`src/rtl/bus_strobe_pkg.sv`:
```
package bus_strobe_pkg;

  // Attributes frozen for one machine cycle
  typedef struct packed {
    logic ext;   // fetch from external program memory
    logic movx;  // external data access in this cycle
    logic movc;  // code-table read in this cycle
    logic en;    // latch strobe driven in this cycle
  } cyc_attr_t;

  localparam cyc_attr_t ATTR_RST = '{ext: 1'b0, movx: 1'b0, movc: 1'b0, en: 1'b1};

endpackage

```
`src/rtl/bus_strobe_rst_sync.sv`:
```
module bus_strobe_rst_sync #(
  parameter int STAGES = 2
) (
  input  logic clk,
  input  logic arst_n,
  output logic rst_n_o
);

  logic [STAGES-1:0] sync_q;

  always_ff @(posedge clk or negedge arst_n) begin
    if (!arst_n) sync_q <= '0;
    else         sync_q <= {sync_q[STAGES-2:0], 1'b1};
  end

  assign rst_n_o = sync_q[STAGES-1];

endmodule

```
`src/rtl/bus_strobe_timer.sv`:
```
module bus_strobe_timer #(
  parameter int STATES = 6,
  parameter int ST_W   = 3
) (
  input  logic            clk,
  input  logic            rst_n,
  output logic [ST_W-1:0] st_q,
  output logic            ph_q,
  output logic [ST_W-1:0] st_nxt,
  output logic            ph_nxt,
  output logic            wrap
);

  localparam logic [ST_W-1:0] ST_LAST = ST_W'(STATES - 1);

  always_comb begin
    wrap   = (st_q == ST_LAST) && ph_q;
    ph_nxt = ~ph_q;
    st_nxt = st_q;
    if (ph_q) begin
      if (st_q == ST_LAST) st_nxt = '0;
      else                 st_nxt = st_q + 1'b1;
    end
  end

  always_ff @(posedge clk or negedge rst_n) begin
    if (!rst_n) begin
      st_q <= ST_LAST;
      ph_q <= 1'b1;
    end else begin
      st_q <= st_nxt;
      ph_q <= ph_nxt;
    end
  end

endmodule

```
`src/rtl/bus_strobe_cycle_ctl.sv`:
```
module bus_strobe_cycle_ctl
  import bus_strobe_pkg::*;
#(
  parameter logic [7:0] CFG_ADDR = 8'h8E,
  parameter int         DIS_BIT  = 0
) (
  input  logic      clk,
  input  logic      rst_n,
  input  logic      wrap,
  input  logic      ext_exec,
  input  logic      movx_cycle,
  input  logic      movc_cycle,
  input  logic      cfg_we,
  input  logic [7:0] cfg_addr,
  input  logic [7:0] cfg_wdata,
  output cyc_attr_t attr_q,
  output cyc_attr_t attr_nxt,
  output logic      dis_q
);

  logic dis_we;
  logic dis_nxt;

  always_comb begin
    dis_we  = cfg_we && (cfg_addr == CFG_ADDR);
    dis_nxt = dis_we ? cfg_wdata[DIS_BIT] : dis_q;
  end

  always_comb begin
    attr_nxt = attr_q;
    if (wrap) begin
      attr_nxt.ext  = ext_exec;
      attr_nxt.movx = movx_cycle;
      attr_nxt.movc = movc_cycle;
      attr_nxt.en   = ext_exec | movx_cycle | movc_cycle | ~dis_q;
    end
  end

  always_ff @(posedge clk or negedge rst_n) begin
    if (!rst_n) begin
      dis_q  <= 1'b0;
      attr_q <= ATTR_RST;
    end else begin
      if (dis_we) dis_q  <= dis_nxt;
      if (wrap)   attr_q <= attr_nxt;
    end
  end

endmodule

```
`src/rtl/bus_strobe_outputs.sv`:
```
module bus_strobe_outputs
  import bus_strobe_pkg::*;
#(
  parameter int                STATES    = 6,
  parameter int                ST_W      = 3,
  parameter logic [STATES-1:0] ALE_MASK  = 6'b001001,
  parameter logic [STATES-1:0] ALE_SKIP  = 6'b001000,
  parameter logic [STATES-1:0] PSEN_MASK = 6'b010010
) (
  input  logic            clk,
  input  logic            rst_n,
  input  logic [ST_W-1:0] st_nxt,
  input  cyc_attr_t       attr_nxt,
  output logic            ale_q,
  output logic            ale_oe_q,
  output logic            psen_n_q
);

  logic [STATES-1:0] ale_hit;
  logic [STATES-1:0] psen_hit;
  logic ale_d, ale_oe_d, psen_n_d;

  for (genvar s = 0; s < STATES; s++) begin : g_dec
    assign ale_hit[s]  = (st_nxt == ST_W'(s)) && ALE_MASK[s]
                         && !(attr_nxt.movx && ALE_SKIP[s]);
    assign psen_hit[s] = (st_nxt == ST_W'(s)) && PSEN_MASK[s];
  end

  always_comb begin
    ale_oe_d = attr_nxt.en;
    ale_d    = attr_nxt.en ? |ale_hit : 1'b1;
    psen_n_d = !(attr_nxt.ext && !attr_nxt.movx && |psen_hit);
  end

  always_ff @(posedge clk or negedge rst_n) begin
    if (!rst_n) begin
      ale_q    <= 1'b0;
      ale_oe_q <= 1'b1;
      psen_n_q <= 1'b1;
    end else begin
      ale_q    <= ale_d;
      ale_oe_q <= ale_oe_d;
      psen_n_q <= psen_n_d;
    end
  end

endmodule

```
`src/rtl/bus_strobe_gen.sv`:
```
module bus_strobe_gen
  import bus_strobe_pkg::*;
#(
  parameter int                STATES    = 6,
  parameter int                SYNC_STG  = 2,
  parameter logic [7:0]        CFG_ADDR  = 8'h8E,
  parameter int                DIS_BIT   = 0,
  parameter logic [STATES-1:0] ALE_MASK  = 6'b001001,
  parameter logic [STATES-1:0] ALE_SKIP  = 6'b001000,
  parameter logic [STATES-1:0] PSEN_MASK = 6'b010010,
  localparam int               ST_W      = $clog2(STATES)
) (
  input  logic            clk,
  input  logic            rst_n,
  input  logic            ext_exec,
  input  logic            movx_cycle,
  input  logic            movc_cycle,
  input  logic            cfg_we,
  input  logic [7:0]      cfg_addr,
  input  logic [7:0]      cfg_wdata,
  output logic            ale,
  output logic            ale_oe,
  output logic            psen_n,
  output logic [ST_W-1:0] state_num,
  output logic            phase
);

  logic            rst_core_n;
  logic [ST_W-1:0] st_nxt;
  logic            ph_nxt;
  logic            wrap;
  logic            dis_q;
  cyc_attr_t       attr_q;
  cyc_attr_t       attr_nxt;

  bus_strobe_rst_sync #(.STAGES(SYNC_STG)) u_rst (
    .clk     (clk),
    .arst_n  (rst_n),
    .rst_n_o (rst_core_n)
  );

  bus_strobe_timer #(.STATES(STATES), .ST_W(ST_W)) u_timer (
    .clk    (clk),
    .rst_n  (rst_core_n),
    .st_q   (state_num),
    .ph_q   (phase),
    .st_nxt (st_nxt),
    .ph_nxt (ph_nxt),
    .wrap   (wrap)
  );

  bus_strobe_cycle_ctl #(.CFG_ADDR(CFG_ADDR), .DIS_BIT(DIS_BIT)) u_ctl (
    .clk        (clk),
    .rst_n      (rst_core_n),
    .wrap       (wrap),
    .ext_exec   (ext_exec),
    .movx_cycle (movx_cycle),
    .movc_cycle (movc_cycle),
    .cfg_we     (cfg_we),
    .cfg_addr   (cfg_addr),
    .cfg_wdata  (cfg_wdata),
    .attr_q     (attr_q),
    .attr_nxt   (attr_nxt),
    .dis_q      (dis_q)
  );

  bus_strobe_outputs #(
    .STATES(STATES), .ST_W(ST_W),
    .ALE_MASK(ALE_MASK), .ALE_SKIP(ALE_SKIP), .PSEN_MASK(PSEN_MASK)
  ) u_out (
    .clk      (clk),
    .rst_n    (rst_core_n),
    .st_nxt   (st_nxt),
    .attr_nxt (attr_nxt),
    .ale_q    (ale),
    .ale_oe_q (ale_oe),
    .psen_n_q (psen_n)
  );

endmodule

```
`config.mk`:
```
export PLATFORM = sky130hd
export DESIGN_NAME = bus_strobe_gen
export DESIGN_NICKNAME = d
export VERILOG_FILES = /design/src/rtl/bus_strobe_pkg.sv /design/src/rtl/bus_strobe_rst_sync.sv /design/src/rtl/bus_strobe_timer.sv /design/src/rtl/bus_strobe_cycle_ctl.sv /design/src/rtl/bus_strobe_outputs.sv /design/src/rtl/bus_strobe_gen.sv
export SDC_FILE = /design/constraint.sdc
export NUM_CORES = 1
export LEC_CHECK = 0
export CAP_MARGIN = 40
export CORE_UTILIZATION = 36
export DETAILED_ROUTE_END_ITERATION = 12
export GPL_ROUTABILITY_DRIVEN = 0
export MAX_ROUTING_LAYER = met4
export PLACE_DENSITY = 0.75
export RECOVER_POWER = 25
export REMOVE_ABC_BUFFERS = 1
export SYNTH_ARGS = -nofsm -noshare
export SYNTH_HDL_FRONTEND = slang
export SYNTH_SLANG_ARGS = --single-unit
```
`constraint.sdc`:
```
create_clock -name clk -period 2 [get_ports clk]
set_clock_uncertainty 0.15 [all_clocks]
set_input_delay 0.2 -clock clk [delete_from_list [all_inputs] [get_ports clk]]
set_output_delay 0.2 -clock clk [all_outputs]
set_load 0.1 [all_outputs]
```
* After elaboration in Yosys (flattened, before gate mapping) *
Cells that the tools add are included.
Widths: inputs -> output; s select.

storage, ports and cells
  register bits = 14

operators by class
  bitwise gates (word level) = 5
  multiplexer cells = 4
  eq/ne operators = 5
  $add $sub $neg = 1
  reduce and logical (&&, ||, !) cells = 10

operators with widths
  operator             number
  $eq 8x8->1 const B   1
  $eq 3x3->1 const B   2
  $mux 3               2
  $logic_and 1x1->1    5
  $mux 4               1
  $reduce_or 2->1      2
  $add 3x1->3 const B  1
  $eq 3x1->1 const B   1
  $eq 3x2->1 const B   1
  $logic_not 3->1      1
  $or 1x1->1           3
  $logic_not 1->1      2
  $not 1->1            2
  $mux 1               1

* Logic depth before layout (Yosys ltp) *
Gate-level depths: netlist of the first run.

  word-level depth = 8
  depth in mapped cells = 5
  gate-level depth less buffers = 4

* Modules after synthesis *
Synthesis of the first run repeated with hierarchy kept, for this count alone.

unflattened totals
  cells, all modules = 45
  area, all modules = 593.1 um2

by module, submodules not included
  module                area each (um2)  sequential area each (um2)  instances  cells each
  bus_strobe_cycle_ctl  261.5            126.4                       1          21
  bus_strobe_timer      163.9            103.8                       1          12
  bus_strobe_outputs    113.9            77.6                        1          9
  bus_strobe_rst_sync   53.8             50.0                        1          3

* Worst setup path after synthesis of the first run *
Ideal clock, no wire load.

  kind = flip-flop to flip-flop
  start = register u_timer.ph_q
  end = register u_ctl.attr_q[2] (netlist name)
  stages on the path, launching flop included = 4
  slack = 0.028 ns
  setup time = 0.128 ns
  clock period less this slack = 1.972 ns
  arrival time = 1.694 ns
  buffers on the path = 1
  path through = dfstp_2 -> clkbuf_1 -> nand4b_1 -> mux2_1

between the ends
  cells in the longest elaborated chain, start to end = 2

ends and longest elaborated chain
  element                   RTL line                    RTL
  start: declaration        bus_strobe_timer.sv:8       output logic ph_q,
  start signal: assignment  bus_strobe_timer.sv:32      ph_q <= ph_nxt;
  $logic_and 1x1->1 (*)     bus_strobe_timer.sv:17      wrap = (st_q == ST_LAST) && ph_q;
  $mux 4                    bus_strobe_cycle_ctl.sv:31  if (wrap) begin

Every way passes the cells marked *; elsewhere a longest branch is shown, timed or not.
A chain may end at the register's enable or synchronous reset.

* Final worst setup path of the first run *
  start = input cfg_addr[5]
  end = register u_ctl.dis_q

between the ends
  cells in the longest elaborated chain, start to end = 2

ends and longest elaborated chain
  element                 RTL line                    RTL
  start: declaration      bus_strobe_gen.sv:19        input logic [7:0] cfg_addr,
  $eq 8x8->1              bus_strobe_cycle_ctl.sv:25  dis_we = cfg_we && (cfg_addr == CFG_ADDR);
  $logic_and 1x1->1       bus_strobe_cycle_ctl.sv:25
  end signal: assignment  bus_strobe_cycle_ctl.sv:44  if (dis_we) dis_q <= dis_nxt;
  end: declaration        bus_strobe_cycle_ctl.sv:18  output logic dis_q

No other way between the ends.

==> flow_summary_export.csv, run 1 <==
group,metric,value,unit
status,status,"finished clean",
drt,avgRoutedWirePerCell,11.16,µm
drt,final_antenna_net_count,0,
critical_path,cpPeakStageDelay,0.53,ns
floorplanning,core_area,0.001350,mm²
timing,setup_tns,0,ns
critical_path,cp.arrival,1.72,ns
cts,cts_num_sinks,13,
yosys,syn_inst,46,
global_route,grt_usage,14.72,%
timing,hold_violations,0,
global_route,grt_pass1_vias,370,
yosys,avgSynthCellArea,11.83,µm²
critical_path,path_cells,"clkdlybuf4s50_1, or4b_1, nor4_2, mux2_1",
timing,fin_crit_sh,85.89,%
pwr,switching_share,19.53,%
critical_path,regToRegEndpoint,"u_ctl.attr_q[2]",
drt,drcViolationCount,0,
global_route,grt_pass1_wl,1462,µm
yosys,yosysTopAreaCell,"dfrtp_1",
cts,clk_latency,0.27,ns
cts,post_cts_buffers,0,
final_layout,fin_nets,93,
yosys,synth_compound_area_share,10.80,%
critical_path,worst-path-max-fanout,1,
cts,clockRootBuffer,"clkbuf_4",
critical_path,slowest_stage,"or4b_1",
critical_path,r2r_cells,2,
pwr,power_leakage,0.3433,nW
place,placed_cells,80,
critical_path,start_kind,"primary input",
final_layout,final_common_cell,"clkdlybuf4s50_1",
min_path,hold_class,"register to async pin",
global_route,grt_overflow,0,
pwr,p_int,0.3748,mW
floorplanning,rows,13,
yosys,yosysWarnings,0,
drt,routed_via_density,4.882,
cts,cts_max_level,1,
final_layout,fin_area,847.1,µm²
pwr,vdd_drop_max,0.0004184,V
global_route,antenna_found_initial,0,
drt,first_pass_iters,2,
pwr,cellPowerDensity,549.9,mW/mm²
timing,setup_viol,0,
final_layout,final_cell_mix,"clkdlybuf4s50_1, dfrtp_1, dfstp_2",
critical_path,criticalPathCategory,"primary input to register",
floorplanning,die_h,40.88,µm
final_layout,n_antenna_cell,0,
place,placed_area,810.8,µm²
cts,cts_resized,0,
pwr,seq_power_share,59.0,%
drt,drt_iter0_markers,3,
cts,cts_buffers,3,
pwr,p_sw,0.09097,mW
yosys,syn_area,544.3,µm²
timing,clock.fmax,582.1,MHz
pwr,clkPwrFrac,32.9,%
pwr,p_comb_share,8.0,%
timing,whs,0.01551,ns
yosys,synth_top_family_by_area,"simple AND/OR/NAND/NOR gates",
global_route,grt_max_degree,12,
place,dp_hpwl,785.5,µm
final_layout,drive_gt1_share,24.29,%
timing,rsz0062_at_grt,"false",
cts,cts_tree,"yes",
floorplanning,num_io_pins,29,
drt,drt_wl_total,949,µm
cts,clockBufferDepth,2,
yosys,synthAdderAreaFrac,0,%
critical_path,critPathRequiredTime,2.00,ns
final_layout,syn2layout_area_growth,55.63,%
yosys,synthSimpleGateAreaFrac,15.40,%
yosys,netlist.area_leader.share,32.18,%
yosys,synth_area_leaders,"dfrtp_1, dfstp_2, mux2_1",
yosys,synthDistinctLibCells,22,
floorplanning,die-area,0.001671,mm²
critical_path,r2r-start,"u_timer.ph_q",
cts,clk_pin_slew_worst_paths,0.07,ns
timing,period_needed,1.718,ns
final_layout,instances_no_fill,85,
timing,slew_viol_final,0,
yosys,synth-seq-area-share,61.15,%
final_layout,fillers,109,
yosys,synthMuxAreaShare,6.207,%
place,place_worst_setup_slack,-0.01356,ns
critical_path,rrSetupSlack,0.49,ns
critical_path,endpoint_kind,"register",
floorplanning,start_util,40.32,%
place,port_buffers,21,
timing,setup_ws,0.2822,ns
floorplanning,die_w,40.88,µm
yosys,synth-seq-cells,13,
yosys,synthXorXnorAreaFrac,1.609,%
flow_run,cap_viol_max_count,0,
drt,num_vias,415,
cells in the mapped netlist, drive strengths merged:
library cell,n
xnor2,1
a31oi,1
conb,1
dfrtp,7
nor4,1
or4b,1
a21boi,1
o21ai,3
a211oi,1
o211ai,2
or2,1
inv,4
nand4b,1
mux2,3
nor3,1
nand3,1
clkbuf,2
nand2,5
o21bai,1
nor4b,2
dfstp,6
final cells by class:
cell class | instances | area [µm²] | share of cell area [%]
Multi-Input combinational cell | 27 | 188.9 | 22.30
Timing Repair Buffer | 22 | 265.3 | 31.31
Sequential cell | 13 | 332.8 | 39.29
Clock buffer | 4 | 26.28 | 3.102
Tap cell | 15 | 18.77 | 2.216
Inverter | 4 | 15.01 | 1.773
power groups by stage:
stage	clock network [mW]	registers [mW]	logic (mW)
final	0.153	0.275	0.0375
after global routing	0.175	0.276	0.0400
after CTS	0.160	0.275	0.0377
after detailed placement	0	0.280	0.0361
after global placement	0	0.280	0.0354
after floorplan	0	0.279	0.00534
worst max-delay path: cells and delay by family:
kind,cells,cell delay [ns]
muxes,1,0.35
and+or+nand+nor,2,0.78
buffers and inverters,1,0.39
worst max-delay path by stage:
stage               startpoint               to  depth (start not counted)
2_1_floorplan  u_timer.st_q[1]  u_ctl.attr_q[2]                          2
3_3_place_gp       cfg_addr[5]      u_ctl.dis_q                          4
3_5_place_dp       cfg_addr[5]      u_ctl.dis_q                          4
4_1_cts            cfg_addr[5]      u_ctl.dis_q                          4
5_1_grt            cfg_addr[5]      u_ctl.dis_q                          4
6_report           cfg_addr[5]      u_ctl.dis_q                          4
routing by layer:
layer | vias to the layer above | track usage, % | wire, µm
met2 | 10 | 21.09 | 478
li1 | 208 | - | -
met3 | 2 | 9.783 | 48
met5 | - | - | 0
met1 | 195 | 16.26 | 415
met4 | 0 | 5.000 | 7
sequential cells by signal, summed over array words and instances, names as in the netlist:
signal and flops:
u_ctl.attr_q 3, u_timer.st_q 3, u_rst.sync_q 2, u_ctl.dis_q 1
u_out.ale_oe_q 1, u_out.ale_q 1, u_out.psen_n_q 1, u_timer.ph_q 1
per-stage QoR:
step                      power [mW]  utilization [%]
final                         0.4658            62.74
after global routing          0.4917            62.74
after CTS                     0.4733            62.74
after detailed placement      0.3160            60.06
after global placement        0.3149            60.06
after floorplan               0.2844                -
timing repair:
action,in CTS,in global routing
endpoints found under the setup margin,0,0
hold endpoints to repair,2,0
hold buffers,1,0
kinds of logic after synthesis:
group           count (synthesis)
other cells                     1
buf+inv                         6
xor+xnor                        1
flops                          13
mux                             3
compound gates                  9
simple gates                   13
(Power assumes the default switching activity.)
==> inputs of run 2 (changes only) <==
--- a/config.mk
+++ b/config.mk
@@ -7,3 +7,3 @@
 export LEC_CHECK = 0
-export CAP_MARGIN = 40
+export CAP_MARGIN = 20
 export CORE_UTILIZATION = 36
==> constraint.sdc (replaced) <==
create_clock -name clk -period 2 [get_ports clk]
set_clock_uncertainty 0.15 [all_clocks]
set_input_delay 0.6 -clock clk [delete_from_list [all_inputs] [get_ports clk]]
set_output_delay 0.6 -clock clk [all_outputs]
set_load 0.1 [all_outputs]
==> run 2 against run 1 <==
Effect of this change:
- clock-buffer cell count unchanged
- wire length decreased by 4.3%
- flip-flop and latch count unchanged
- sequential power about the same
- global-route usage decreased by 0.66 points
- final cell count decreased by 1.2%
- total power decreased by 1.7%
- register-to-register slack about the same
- via count decreased by 1.7%
==> flow_summary_export.csv, run 2 (same netlist as run 1, synthesis figures left out) <==
group,metric,value,unit
cts,cts_num_sinks,13,
final_layout,fin_area,880.8,µm²
drt,routed_via_density,4.857,
pwr,p_comb_share,7.9,%
cts,cts_buffers,3,
floorplanning,die_w,40.88,µm
pwr,switching_share,18.68,%
timing,rsz0062_at_grt,"false",
floorplanning,num_io_pins,29,
critical_path,start_kind,"primary input",
cts,clockRootBuffer,"clkbuf_4",
timing,clock.fmax,527.7,MHz
place,dp_hpwl,788.5,µm
drt,first_pass_iters,2,
pwr,cellPowerDensity,520.1,mW/mm²
drt,avgRoutedWirePerCell,10.81,µm
global_route,antenna_found_initial,0,
cts,clockBufferDepth,2,
cts,clk_latency,0.26,ns
place,port_buffers,21,
final_layout,drive_gt1_share,26.09,%
critical_path,rrSetupSlack,0.50,ns
floorplanning,rows,13,
critical_path,critPathRequiredTime,2.00,ns
drt,final_antenna_net_count,0,
place,placed_area,835.8,µm²
pwr,vdd_drop_max,0.0004858,V
global_route,grt_max_degree,12,
floorplanning,die_h,40.88,µm
timing,setup_tns,0,ns
cts,post_cts_buffers,0,
final_layout,final_util,65.25,%
final_layout,syn2layout_area_growth,61.84,%
critical_path,criticalPathCategory,"primary input to register",
critical_path,endpoint_kind,"register",
critical_path,worst-path-max-fanout,1,
timing,whs,0.01602,ns
drt,drcViolationCount,0,
timing,fin_crit_sh,94.76,%
drt,num_vias,408,
global_route,grt_pass1_wl,1407,µm
floorplanning,start_util,40.32,%
drt,drt_iter0_markers,4,
critical_path,cp.arrival,1.90,ns
final_layout,n_antenna_cell,0,
floorplanning,die-area,0.001671,mm²
final_layout,fillers,100,
min_path,hold_class,"register to async pin",
global_route,grt_usage,14.07,%
final_layout,fin_nets,92,
pwr,clkPwrFrac,32.1,%
timing,slew_viol_final,0,
pwr,totalPowerFinal,0.4581,mW
pwr,p_sw,0.08557,mW
pwr,p_int,0.3725,mW
final_layout,largestRegisters,"u_ctl.attr_q x3, u_timer.st_q x3, u_rst.sync_q x2",
final_layout,final_cell_mix,"clkdlybuf4s50_1, buf_12, dfrtp_1",
cts,hold_buffers,0,
drt,drt_wl_total,908,µm
status,status,"finished clean",
flow_run,cap_viol_max_count,0,
cts,cts_tree,"yes",
timing,hold_violations,0,
timing,period_needed,1.895,ns
final_layout,final_common_cell,"clkdlybuf4s50_1",
pwr,seq_power_share,60.0,%
cts,cts_max_level,1,
global_route,grt_pass1_vias,343,
timing,setup_viol,0,
pwr,power_leakage,0.3831,nW
cts,clk_pin_slew_worst_paths,0.07,ns
global_route,grt_overflow,0,
floorplanning,core_area,0.001350,mm²
[run 2: cell count changes in the layout (fill, tap and decap cells not counted), sizes merged]
cell           before  now
dlymetal6s2s        0    3
dlygate4sd3         1    0
dlygate4sd2         0    1
clkdlybuf4s50      14   10
[run 2: final timing paths]
path / end / startpoint / depth (start not counted)
setup / recovery: u_ctl.dis_q / cfg_addr[6] / 4
hold / removal: u_out.ale_q / u_rst.sync_q[1] / 0
setup reg to reg: u_ctl.attr_q[2] / u_timer.ph_q / 2
hold reg to reg: u_out.ale_q / u_rst.sync_q[1] / 0
max in group asynchronous: u_rst.sync_q[1] / rst_n / 1
min in group clk: u_rst.sync_q[1] / u_rst.sync_q[0] / 0
[run 2: metal layers]
metal	wire length (µm)	share of wire [%]	vias up	global-route usage [%]
met5	0	0	-	-
met3	46	5.1	2	8.152
li1	-	-	206	-
met4	7	0.77	0	5.000
met2	461	51	9	19.14
met1	392	43	191	17.06
[run 2: critical path, stage by stage]
cell and delay (ns):
dlygate4sd2_1 0.23, or4b_4 0.52, nor4_4 0.22, mux2_1 0.33
[run 2: area by class of cell]
| cell class | count | area (µm²) | area share [%] |
|---|---|---|---|
| tap | 15 | 18.77 | 2.131 |
| timing repair buffer | 21 | 286.5 | 32.53 |
| inverter | 4 | 15.01 | 1.705 |
| sequential | 13 | 332.8 | 37.78 |
| multi-input combinational | 27 | 201.4 | 22.87 |
| clock buffer | 4 | 26.28 | 2.983 |
[run 2: repair_timing]
action	CTS	global route
setup endpoints to repair	1	1
resized for setup	3	3
pin swaps	2	2
[run 2: metrics by stage]
stage          instances  setup WS [ns]
3_5_place_dp          80        -0.3999
3_3_place_gp          80        -0.3899
2_1_floorplan         44        0.04642
4_1_cts               84       0.001759
6_report              84         0.1049
5_1_grt               84        0.08253
[run 2: power by group through the flow]
stage	Sequential (mW)	Combinational (mW)	Clock, mW
floorplan	0.279	0.00534	0
global placement	0.279	0.0351	0
detailed placement	0.280	0.0358	0
CTS	0.275	0.0375	0.157
global route	0.276	0.0391	0.173
finish	0.275	0.0362	0.147
